[config.mk]
export PLATFORM = sky130hd
export DESIGN_NAME = uart_rx_rearm
export DESIGN_NICKNAME = d
export VERILOG_FILES = /design/src/rtl/uart_rx_pkg.sv /design/src/rtl/rx_sync.sv /design/src/rtl/rx_shift.sv /design/src/rtl/uart_rx_rearm.sv
export SDC_FILE = /design/constraint.sdc
export NUM_CORES = 1
export LEC_CHECK = 0
export BUFFER_PORTS_ARGS = -buffer_cell sky130_fd_sc_hd__buf_2
export CAP_MARGIN = 15
export CORE_UTILIZATION = 60
export DETAILED_ROUTE_END_ITERATION = 10
export PLACE_DENSITY = 0.79
export SETUP_SLACK_MARGIN = 0.2
export SYNTH_ARGS = -nofsm -noshare
export SYNTH_HDL_FRONTEND = slang
export SYNTH_HIERARCHICAL = 1
export SYNTH_SLANG_ARGS = --single-unit
[constraint.sdc]
create_clock -name clk -period 3.5 [get_ports clk]
set_input_delay 0.525 -clock clk [delete_from_list [all_inputs] [get_ports clk]]
set_output_delay 0.525 -clock clk [all_outputs]
set_load 0.01 [all_outputs]
[src/rtl/uart_rx_pkg.sv]
// Package: shared types for the asynchronous byte receiver.
// Assumes: nothing beyond IEEE 1800-2017.
package uart_rx_pkg;

    // Receiver sequencing states
    typedef enum logic [2:0] {
        ST_HUNT  = 3'd0,   // watching for a falling start edge
        ST_START = 3'd1,   // confirming the start bit at its centre
        ST_DATA  = 3'd2,   // sampling data bits
        ST_STOP  = 3'd3,   // sampling the stop bit
        ST_BREAK = 3'd4    // after a framing error, waiting for the line to go high
    } rx_state_t;

endpackage

[src/rtl/rx_sync.sv]
// Module: rx_sync
// Passes an asynchronous single-bit input through a chain of flip-flops
// before any logic uses it. Assumes STAGES >= 2. Resets to the idle-high level.
module rx_sync #(
    parameter int STAGES = 2
) (
    input  logic clk,
    input  logic rst_n,
    input  logic async_in,
    output logic sync_out
);

    logic [STAGES-1:0] chain;

    // Shift the raw input through the synchronizer chain
    always_ff @(posedge clk) begin
        if (!rst_n) chain <= '1;
        else        chain <= {chain[STAGES-2:0], async_in};
    end

    assign sync_out = chain[STAGES-1];

endmodule

[src/rtl/rx_shift.sv]
// Module: rx_shift
// Collects serial data bits with the least significant bit first and
// copies the assembled word to the output register when a load is requested.
// Assumes shift_en and load_en are never high in the same cycle.
module rx_shift #(
    parameter int WIDTH = 8
) (
    input  logic             clk,
    input  logic             rst_n,
    input  logic             shift_en,
    input  logic             bit_in,
    input  logic             load_en,
    output logic [WIDTH-1:0] word_out
);

    logic [WIDTH-1:0] shreg;

    // Shift right, new bit entering at the top, so the first bit ends at bit 0
    always_ff @(posedge clk) begin
        if (!rst_n)        shreg <= '0;
        else if (shift_en) shreg <= {bit_in, shreg[WIDTH-1:1]};
    end

    // Hold the last good word until the next accepted character
    always_ff @(posedge clk) begin
        if (!rst_n)       word_out <= '0;
        else if (load_en) word_out <= shreg;
    end

endmodule

[src/rtl/uart_rx_rearm.sv]
// Module: uart_rx_rearm
// Asynchronous serial receiver, 8N1 by default. It synchronizes the line,
// hunts for a start edge, confirms it at half a bit, samples data and stop
// at the bit centres, and returns to hunting as soon as the stop-bit centre
// has been sampled high. Assumes sample_tick pulses for one clock at
// OVERSAMPLE times the bit rate and that OVERSAMPLE is even.
module uart_rx_rearm
    import uart_rx_pkg::*;
#(
    parameter int DATA_BITS   = 8,
    parameter int OVERSAMPLE  = 16,
    parameter int SYNC_STAGES = 2
) (
    input  logic                 clk,
    input  logic                 rst_n,
    input  logic                 rx_line,
    input  logic                 sample_tick,
    output logic [DATA_BITS-1:0] rx_data,
    output logic                 rx_valid,
    output logic                 rx_frame_err
);

    localparam int CNT_W = $clog2(OVERSAMPLE);
    localparam int BIT_W = $clog2(DATA_BITS);
    localparam logic [CNT_W-1:0] HALF_LAST = CNT_W'(OVERSAMPLE / 2 - 1);
    localparam logic [CNT_W-1:0] FULL_LAST = CNT_W'(OVERSAMPLE - 1);
    localparam logic [BIT_W-1:0] LAST_BIT  = BIT_W'(DATA_BITS - 1);

    rx_state_t        state;
    logic [CNT_W-1:0] tick_cnt;
    logic [BIT_W-1:0] bit_idx;
    logic             line_s;
    logic             centre_hit;
    logic             shift_en;
    logic             load_en;

    rx_sync #(.STAGES(SYNC_STAGES)) u_sync (
        .clk      (clk),
        .rst_n    (rst_n),
        .async_in (rx_line),
        .sync_out (line_s)
    );

    // Decode a full-bit centre sample and the datapath strobes it drives
    always_comb begin
        centre_hit = sample_tick && (tick_cnt == FULL_LAST);
        shift_en   = centre_hit && (state == ST_DATA);
        load_en    = centre_hit && (state == ST_STOP) && line_s;
    end

    rx_shift #(.WIDTH(DATA_BITS)) u_shift (
        .clk      (clk),
        .rst_n    (rst_n),
        .shift_en (shift_en),
        .bit_in   (line_s),
        .load_en  (load_en),
        .word_out (rx_data)
    );

    // Sequence the frame: hunt, confirm start, data bits, stop, break recovery
    always_ff @(posedge clk) begin
        if (!rst_n) begin
            state        <= ST_HUNT;
            tick_cnt     <= '0;
            bit_idx      <= '0;
            rx_valid     <= 1'b0;
            rx_frame_err <= 1'b0;
        end else begin
            rx_valid     <= 1'b0;
            rx_frame_err <= 1'b0;
            if (sample_tick) begin
                case (state)
                    ST_HUNT: begin
                        if (!line_s) begin
                            state    <= ST_START;
                            tick_cnt <= '0;
                        end
                    end
                    ST_START: begin
                        if (tick_cnt == HALF_LAST) begin
                            tick_cnt <= '0;
                            bit_idx  <= '0;
                            state    <= line_s ? ST_HUNT : ST_DATA;
                        end else begin
                            tick_cnt <= tick_cnt + 1'b1;
                        end
                    end
                    ST_DATA: begin
                        if (tick_cnt == FULL_LAST) begin
                            tick_cnt <= '0;
                            bit_idx  <= bit_idx + 1'b1;
                            if (bit_idx == LAST_BIT) state <= ST_STOP;
                        end else begin
                            tick_cnt <= tick_cnt + 1'b1;
                        end
                    end
                    ST_STOP: begin
                        if (tick_cnt == FULL_LAST) begin
                            tick_cnt <= '0;
                            if (line_s) begin
                                rx_valid <= 1'b1;
                                state    <= ST_HUNT;
                            end else begin
                                rx_frame_err <= 1'b1;
                                state        <= ST_BREAK;
                            end
                        end else begin
                            tick_cnt <= tick_cnt + 1'b1;
                        end
                    end
                    ST_BREAK: begin
                        if (line_s) state <= ST_HUNT;
                    end
                    default: state <= ST_HUNT;
                endcase
            end
        end
    end

    // Assertions guarding the strobes and the rearm point
    AST_VALID_ONE_CYCLE: assert property (@(posedge clk) disable iff (!rst_n)
        rx_valid |=> !rx_valid);
    AST_VALID_AFTER_TICK: assert property (@(posedge clk) disable iff (!rst_n)
        rx_valid |-> $past(sample_tick));
    AST_REARM_AT_CENTRE: assert property (@(posedge clk) disable iff (!rst_n)
        rx_valid |-> (state == ST_HUNT));
    AST_ERR_ONE_CYCLE: assert property (@(posedge clk) disable iff (!rst_n)
        rx_frame_err |=> !rx_frame_err);
    AST_ERR_NOT_VALID: assert property (@(posedge clk) disable iff (!rst_n)
        !(rx_valid && rx_frame_err));
    AST_ERR_KEEPS_DATA: assert property (@(posedge clk) disable iff (!rst_n)
        rx_frame_err |-> $stable(rx_data));
    AST_BREAK_HOLDS: assert property (@(posedge clk) disable iff (!rst_n)
        (state == ST_BREAK && !line_s) |=> (state == ST_BREAK));
    AST_GLITCH_DROPS: assert property (@(posedge clk) disable iff (!rst_n)
        (state == ST_START && sample_tick && tick_cnt == HALF_LAST && line_s)
        |=> (state == ST_HUNT));

endmodule

# [Word level (Yosys, flattened, before mapping)]
# Index checks and enable logic that the tools add are counted.
[totals] reg_bits=30 n_memories=0 ram_bits=0 latch_bits=0 elab_cells=53 out_inout_bits=10 mem_bits_ro=0
[classes] n_mul=0 muxes=18 n_eq_ne=13 n_div=0 n_shift=0 magnitude_cmp=0 reduce_logical=12 bitwise=0 add_sub_neg=2
[ops] op="3-bit 2-to-1 mux" count=9
[ops] op="3-bit one-hot mux with 5 select lines" count=1
[ops] op="4-bit 2-to-1 mux" count=3
[ops] op="4-bit one-hot mux with 3 select lines" count=1
[ops] op="2-bit by 1-bit != test with 1-bit output (second input constant)" count=4
[ops] op="4-bit AND reduction" count=2
[ops] op="7-bit AND reduction" count=1
[ops] op="3-bit by 2-bit equality test with 1-bit output (second input constant)" count=2
[ops] op="3-bit equality test (second input constant)" count=2
[ops] op="3-bit one-hot mux with 2 select lines" count=1
[ops] op="4-bit by 1-bit adder with 4-bit output (second input constant)" count=1
[ops] op="4-bit by 3-bit equality test with 1-bit output (second input constant)" count=1
[ops] op="4-bit equality test (second input constant)" count=1
[ops] op="1-bit logical AND" count=4
[ops] op="2-bit != test (second input constant)" count=2
[ops] op="3-bit by 1-bit adder with 3-bit output (second input constant)" count=1
[ops] op="3-bit by 1-bit equality test with 1-bit output (second input constant)" count=1
[ops] op="3-bit logical NOT" count=1
[ops] op="3-bit AND reduction" count=1
[ops] op="3-bit nonzero test" count=1
[ops] op="1-bit 2-to-1 mux" count=2
[ops] op="2-bit 2-to-1 mux" count=1
[ops] op="2-bit nonzero test" count=1
[ops] op="2-bit OR reduction" count=1

# [Longest topological paths before layout]
# Gate-level depths: netlist (run 1).
[logic_depth] ltp_word=4 mapped_depth=6 ltp_nobuf=6

# [By module]
# The synthesis (run 1) kept the hierarchy.
[by_module_without_submodules] module="uart_rx_rearm" seq_area_each_um2=240.2 cells_each=77 instances=1 area_per_inst_um2=664.4
[by_module_without_submodules] module="rx_shift" seq_area_each_um2=320.3 cells_each=51 instances=1 area_per_inst_um2=608.1
[by_module_without_submodules] module="rx_sync" seq_area_each_um2=40.0 cells_each=4 instances=1 area_per_inst_um2=52.6

# [Least setup slack after synthesis (run 1)]
# No wires, ideal clock.
[synth_timing] path_kind="register to register" from="register tick_cnt[0]" to="register u_shift.shreg[7]" path_stages_with_launch=7 period_less_slack_ps=1599 arrival_ps=1483 slack_ps=1901 path_cell_list="dfxtp_1 > ha_1 > nand3_1 > nor3_1 > buf_6 > mux2i_1 > nor2b_1"
[synth_via] elab_chain_len=3
[synth_lines] element="start: declaration" line_no="uart_rx_rearm.sv:30" source="logic [CNT_W-1:0] tick_cnt;"
[synth_lines] element="start signal: assignment" line_no="uart_rx_rearm.sv:85" source="tick_cnt <= tick_cnt + 1'b1;"
[synth_lines] element="start signal: assignment" line_no="uart_rx_rearm.sv:94" source="tick_cnt <= tick_cnt + 1'b1;"
[synth_lines] element="start signal: assignment" line_no="uart_rx_rearm.sv:108" source="tick_cnt <= tick_cnt + 1'b1;"
[synth_lines] element="4-bit equality test" line_no="uart_rx_rearm.sv:46" source="centre_hit = sample_tick && (tick_cnt == FULL_LAST);"
[synth_lines] element="1-bit logical AND" line_no="uart_rx_rearm.sv:46"
[synth_lines] element="1-bit logical AND" line_no="uart_rx_rearm.sv:47" source="shift_en = centre_hit && (state == ST_DATA);"
[synth_lines] element="via shift_en" line_no="uart_rx_rearm.sv:34" source="logic shift_en;"
[synth_lines] element="end signal: assignment" line_no="rx_shift.sv:21" source="else if (shift_en) shreg <= {bit_in, shreg[WIDTH-1:1]};"
[synth_lines] element="end: declaration" line_no="rx_shift.sv:16" source="logic [WIDTH-1:0] shreg;"
# The timed path passes the listed nets, and every way through them passes these cells.
# A chain may end at the register's enable or synchronous reset.

# [Final worst setup path (run 1)]
[layout_timing] from="register tick_cnt[0]" to="register u_shift.word_out[3]"
[layout_via] elab_chain_len=4
[layout_lines] element="4-bit equality test" line_no="uart_rx_rearm.sv:46"
[layout_lines] element="1-bit logical AND" line_no="uart_rx_rearm.sv:46"
[layout_lines] element="1-bit logical AND (2 in series)" line_no="uart_rx_rearm.sv:48" source="load_en = centre_hit && (state == ST_STOP) && line_s;"
[layout_lines] element="via load_en" line_no="uart_rx_rearm.sv:35" source="logic load_en;"
[layout_lines] element="end signal: assignment" line_no="rx_shift.sv:27" source="else if (load_en) word_out <= shreg;"
[layout_lines] element="end: declaration" line_no="rx_shift.sv:13" source="output logic [WIDTH-1:0] word_out"
# The timed path passes the listed nets, and every way through them passes these cells.

==> flow_summary_export.csv, run 1 <==
group,metric,value,unit
run_status,status,"complete, no violations",
clocking,clk_path_buf_depth,2,
route,postRouteWirelength,2420,µm
worst_setup_path,crit_start,"tick_cnt[0]",
route,routed.top_layer,"met4",
synthesis,ys.flop_type,"dfxtp_1",
route,vias,1014,
floorplanning,die_area,2400,µm²
synthesis,synthCells,132,
worst_setup_path,cp-end-kind,"register",
clocking,cts_tree,"done",
clocking,hold_buffers,0,
timing,setup_viol,0,
timing,worst_slew_pin_slew,385,ps
global_routing,grt_pass1_wl,4040,µm
clocking,root_buffer,"clkbuf_4",
synthesis,synth.most_common_cell,"dfxtp_1",
timing,rsz0062_at_grt,"no",
worst_setup_path,arrival,1980,ps
route,m1WireLength,1130,µm
synthesis,synth_top_area_share,45.3,%
clocking,ctsResizeCount,0,
worst_setup_path,criticalPathCategory,"reg -> reg",
power,power,0.587,mW
floorplanning,core.rowCount,16,
worst_setup_path,cp-start-kind,"register",
place,place_inst,168,
min_path,hold_path_startpoint,"rx_line",
clocking,cts.htree.levels,2,
synthesis,synth_edf_count,0,
global_routing,grt_max_degree,22,
global_routing,antenna_found_initial,0,
final_layout,drive_gt1_share,18.8,%
synthesis,yosysTopAreaCell,"dfxtp_1",
clocking,cts.sinks,30,
synthesis,syn_avg_cell_area,10.0,µm²
clocking,clkLatencyLatePin,330,ps
final_layout,nNetsFinal,155,
timing,skew,11.2,ps
synthesis,synthesis.area,1330,µm²
power,powerDensity,405,nW/µm²
timing,fin_crit_sh,49.7,%
route,dr.pass1.iters,4,
power,vdd_ir_drop_max,0.297,mV
timing,fmax,574,MHz
route,drc,0,
route,wl_met3,153,µm
route,wire_per_inst,13.7,µm
timing,hold_ws,370,ps
floorplanning,io_pins,14,
place,place.gp.congestion,0.941,
synthesis,synth_common_cells,"30 x dfxtp_1, 18 x nor2b_1, 17 x mux2i_1, 9 x nor2_1, 5 x nand2_1",
place,port_buffers,13,
synthesis,yosysSeqAreaShare,45.3,%
timing,fin_tns_setup,0,ps
floorplanning,die_y,49.0,µm
timing,finalMaxSlewViolations,0,
final_layout,insertedDiodeCount,0,
min_path,hold_path_class,"in -> reg",
clocking,numCtsBuffers,5,
timing,min_period,1740,ps
worst_setup_path,path_max_fanout,8,
clocking,clkTransAtPathRegs,100,ps
synthesis,synth_cell_types,36,
route,wl_met2,1090,µm
floorplanning,core-area,2020,µm²
place,post-dp-hpwl,1670,µm
synthesis,ys_ff_latch,30,
route,ant_nets,0,
worst_setup_path,regToRegStartpoint,"tick_cnt[0]",
final_layout,area_growth,9.35,%
global_routing,grt_pass1_vias,891,
global_routing,track_usage,22.9,%
power,p_leak,0.516,nW
global_routing,grt_overflow_total,0,
synthesis,async_reset_ff_share,0,%
synthesis,yosys_warnings,6,
final_layout,finalNonFillerCells,176,
clocking,post_cts_buffers,0,
timing,hold_violations,0,
synthesis,synth_nets,139,
synthesis,synthTopCellsByArea,"dfxtp_1 45%, mux2i_1 13%, nor2b_1 8.5%, buf_6 3.4%, ha_1 2.8%",
floorplanning,initial_core_util,65.5,%
timing,relSlewSlack,74.3,%
floorplanning,die_w,49.0,µm
route,drt_iter0_markers,36,
route,post_drt_via_cell_ratio,5.76,
run,drv_cap,0,
worst_setup_path,crit_required,3730,ps
state kept, by name, summed over array words and instances (netlist names):
name / cells
u_shift/shreg: 8
u_shift/word_out: 8
bit_idx: 3
u_sync/chain: 2
rx_valid: 1
tick_cnt: 4
rx_frame_err: 1
state: 3
per-layer routing:
metal	GRT usage (%)	vias to the layer above
met5	0	-
met4	8.82	0
met3	9.66	7
met2	35.0	44
met1	28.5	463
li1	-	500
placed cells by master (no fill, tap or decap), drive strengths merged, types with 2 or more instances in the layout:
cell	count
a21oi	4
a22oi	2
a32oi	2
and2b	2
buf	15
clkbuf	6
clkinv	2
dfxtp	30
ha	3
mux2i	17
nand2	5
nand2b	3
nand3	4
nand3b	2
nor2	9
nor2b	18
nor3	3
nor3b	2
nor4	2
o21ai	3
worst max-delay path, stage by stage, from the launching register on:
cell and delay (ps):
dfxtp_1 380, ha_1 270, nand3_1 200, nor3_1 260, buf_4 240, mux2i_1 220
nor2b_1 70
cell families after synthesis:
kind of cell | Yosys count | synth area share, %
AOI/OAI and AO/OA | 18 | 9.44
xor gates and xnor gates | 1 | 0.661
adders and majority gates | 3 | 2.83
and+or+nand+nor | 55 | 24.3
buffers and inverters | 8 | 4.63
muxes | 17 | 12.8
DFF | 30 | 45.3
worst paths after layout:
check,endpoint,slack (ps),cells after the start
setup / recovery,u_shift/word_out[3],1760,6
hold / removal,u_sync/chain[0],370,2
setup reg to reg,u_shift/word_out[3],1760,6
hold reg to reg,u_sync/chain[1],430,1
power by group:
part / switching (mW) / total, mW / leakage (nW) / internal (mW)
Clock: 0.123 / 0.219 / 0.0343 / 0.0964
Combinational: 0.0123 / 0.0215 / 0.240 / 0.00914
Sequential: 0.00289 / 0.346 / 0.242 / 0.343
final cells by class:
type	count	area (µm²)
repair buffers	15	80.1
flip-flops and latches	30	601
multi-input cells	94	663
clock buffers	6	51.3
clock inverters	2	12.5
inverters	2	7.51
fillers	169	573
well taps	27	33.8
stage by stage:
step	utilization (%)	area (µm²)	setup slack, ps
floorplan	-	1330	1900
global placement	68.5	1390	1850
detailed placement	68.5	1390	1810
CTS	71.7	1450	1790
global route	71.7	1450	1630
finish	71.7	1450	1760
No activity file was read; power rests on OpenSTA's default activity.
==> run 2: changes to the inputs <==
--- a/config.mk
+++ b/config.mk
@@ -7,9 +7,9 @@
 export LEC_CHECK = 0
 export BUFFER_PORTS_ARGS = -buffer_cell sky130_fd_sc_hd__buf_2
 export CAP_MARGIN = 15
-export CORE_UTILIZATION = 60
+export CORE_UTILIZATION = 56
 export DETAILED_ROUTE_END_ITERATION = 10
-export PLACE_DENSITY = 0.79
+export PLACE_DENSITY = 0.74
 export SETUP_SLACK_MARGIN = 0.2
 export SYNTH_ARGS = -nofsm -noshare
 export SYNTH_HDL_FRONTEND = slang
==> constraint.sdc (replaced) <==
create_clock -name clk -period 1.7 [get_ports clk]
set_input_delay 0.255 -clock clk [delete_from_list [all_inputs] [get_ports clk]]
set_output_delay 0.255 -clock clk [all_outputs]
set_load 0.01 [all_outputs]
==> flow_summary_export.csv, run 2 (same netlist as run 1, synthesis figures left out) <==
group,metric,value,unit
timing,relSlewSlack,77.2,%
worst_setup_path,cp-end-kind,"register",
timing,hold_violations,0,
global_routing,grt_pass1_wl,4410,µm
power,powerDensity,817,nW/µm²
worst_setup_path,reg2reg_depth,5,
worst_setup_path,regToRegStartpoint,"state[2]",
global_routing,grt_max_degree,17,
route,ant_nets,0,
global_routing,met2_usage,35.6,%
power,intPower,1.07,mW
floorplanning,core-area,2210,µm²
route,wire_per_inst,15.7,µm
floorplanning,die_y,50.6,µm
timing,skew,12.2,ps
final_layout,drive_gt1_share,34.4,%
clocking,cts.sinks,30,
power,power,1.35,mW
run,drv_cap,0,
power,vdd_ir_drop_max,0.635,mV
power,swShare,20.9,%
place,post-dp-hpwl,1770,µm
final_layout,area_growth,24.9,%
clocking,cts.htree.levels,2,
timing,fin_tns_setup,0,ps
route,vias,1071,
floorplanning,die_w,50.6,µm
clocking,hold_buffers,0,
timing,timing.final.ws_setup,202,ps
worst_setup_path,arrival,1730,ps
final_layout,nNetsFinal,161,
floorplanning,io_pins,14,
power,p_leak,0.566,nW
floorplanning,initial_core_util,59.9,%
floorplanning,core.rowCount,17,
timing,min_period,1500,ps
place,dpl_cell_area,1430,µm²
global_routing,grt_use_met3,10.0,%
global_routing,grt_pass1_vias,983,
timing,worst_slew_pin_slew,341,ps
worst_setup_path,crit_required,1930,ps
timing,hold_ws,111,ps
worst_setup_path,criticalPathCategory,"reg -> reg",
power,p_sw,0.283,mW
worst_setup_path,cp-start-kind,"register",
timing,fin_crit_sh,88.1,%
final_layout,insertedDiodeCount,0,
clocking,cts_tree,"done",
final_layout,fillers,154,
timing,rsz0062_at_grt,"yes",
timing,finalMaxSlewViolations,0,
route,drc,0,
worst_setup_path,rr_endpoint,"u_shift/shreg[4]",
power,power_frac_clock,43.4,%
global_routing,grt_overflow_total,0,
route,drt_iter0_markers,45,
worst_setup_path,path_max_fanout,11,
clocking,numCtsBuffers,5,
timing,setup_viol,0,
final_layout,layout_common_cells,"22 x dfxtp_1, 18 x nor2b_1, 16 x mux2i_1",
min_path,whs_path_depth,2,
place,place.gp.congestion,0.948,
clocking,clkLatencyLatePin,340,ps
final_layout,design_area,1660,µm²
power,seqPwrFrac,52.3,%
final_layout,final_common_cell,"dfxtp_1",
floorplanning,die_area,2560,µm²
clocking,root_buffer,"clkbuf_4",
global_routing,antenna_found_initial,0,
timing,fmax,668,MHz
route,post_drt_via_cell_ratio,5.88,
min_path,holdPathEnd,"u_sync/chain[0]",
global_routing,track_usage,24.3,%
route,postRouteWirelength,2860,µm
min_path,hold_path_class,"in -> reg",
clocking,clk_path_buf_depth,2,
final_layout,reg.largest.list,"u_shift/shreg: 8 flops, u_shift/word_out: 8 flops, tick_cnt: 4 flops",
clocking,clkTransAtPathRegs,100,ps
power,comb_power_share,4.3,%
global_routing,grtUsageMet1,29.3,%
global_routing,grt-busiest-layer,"met2",
run_status,status,"complete, no violations",
place,dpl_worst_slack,-0.367,ps
place,port_buffers,13,
worst_setup_path,r2r_slack,200,ps
route,dr.pass1.iters,4,
min_path,hold_path_startpoint,"rx_line",
-- run 2: cell count changes in the layout (fill, tap and decap cells not counted), moves of 2 or more --
cell and change:
dfxtp_1 -8, ha_1 -3, ha_4 +3, nor3_1 -2
dfxtp_2 +4, buf_4 +4, dfxtp_4 +4
-- run 2: cell type report --
type / count / area [µm²] / share of cell area, %
Clock inverter: 1 / 30.0 / 1.81
Tap cell: 28 / 35.0 / 2.12
Timing Repair Buffer: 21 / 141 / 8.54
Inverter: 2 / 7.51 / 0.454
Multi-Input combinational cell: 94 / 769 / 46.5
Sequential cell: 30 / 621 / 37.5
Clock buffer: 6 / 51.3 / 3.10
-- run 2: routing by layer --
layer	routed length, µm	part of all wire (%)	vias up
li1	-	-	513
met1	1240	43	507
met2	1320	46	44
met3	228	8.0	7
met4	64	2.2	0
met5	0	0	-
-- run 2: how the worst max path moves through the flow --
stage / startpoint / end / slack, ps / depth (start not counted)
after detailed placement: tick_cnt[0] / state[1] / -0.4 / 5
after CTS: state[0] / tick_cnt[3] / 200 / 4
after floorplan: tick_cnt[0] / tick_cnt[3] / 200 / 5
after global routing: tick_cnt[0] / tick_cnt[3] / 130 / 5
final: state[2] / u_shift/shreg[4] / 200 / 5
after global placement: tick_cnt[0] / state[1] / 100 / 5
-- run 2: timing repair --
item                       CTS  global route
resized for setup           15            15
buffers inserted             2             1
setup endpoints to repair   21            16
pin swaps                    3             7
-- run 2: power groups by stage --
stage	Clock [mW]	Combinational (mW)	Sequential (mW)
after floorplan	0	0.0325	0.725
after global placement	0	0.0484	0.728
after detailed placement	0	0.0493	0.728
after CTS	0.593	0.0549	0.712
after global routing	0.631	0.0630	0.709
final	0.587	0.0580	0.708
-- run 2: critical path: stages (launching register included) --
cell and delay [ps]:
dfxtp_2 380, nand3b_1 290, nor3_4 260, buf_12 170, mux2i_1 220, nor2b_1 70
-- run 2: stage by stage --
step                      cells  util [%]
after floorplan             132         -
final                       182      74.8
after global placement      172      64.7
after global routing        182      74.8
after CTS                   181      72.2
after detailed placement    172      64.7
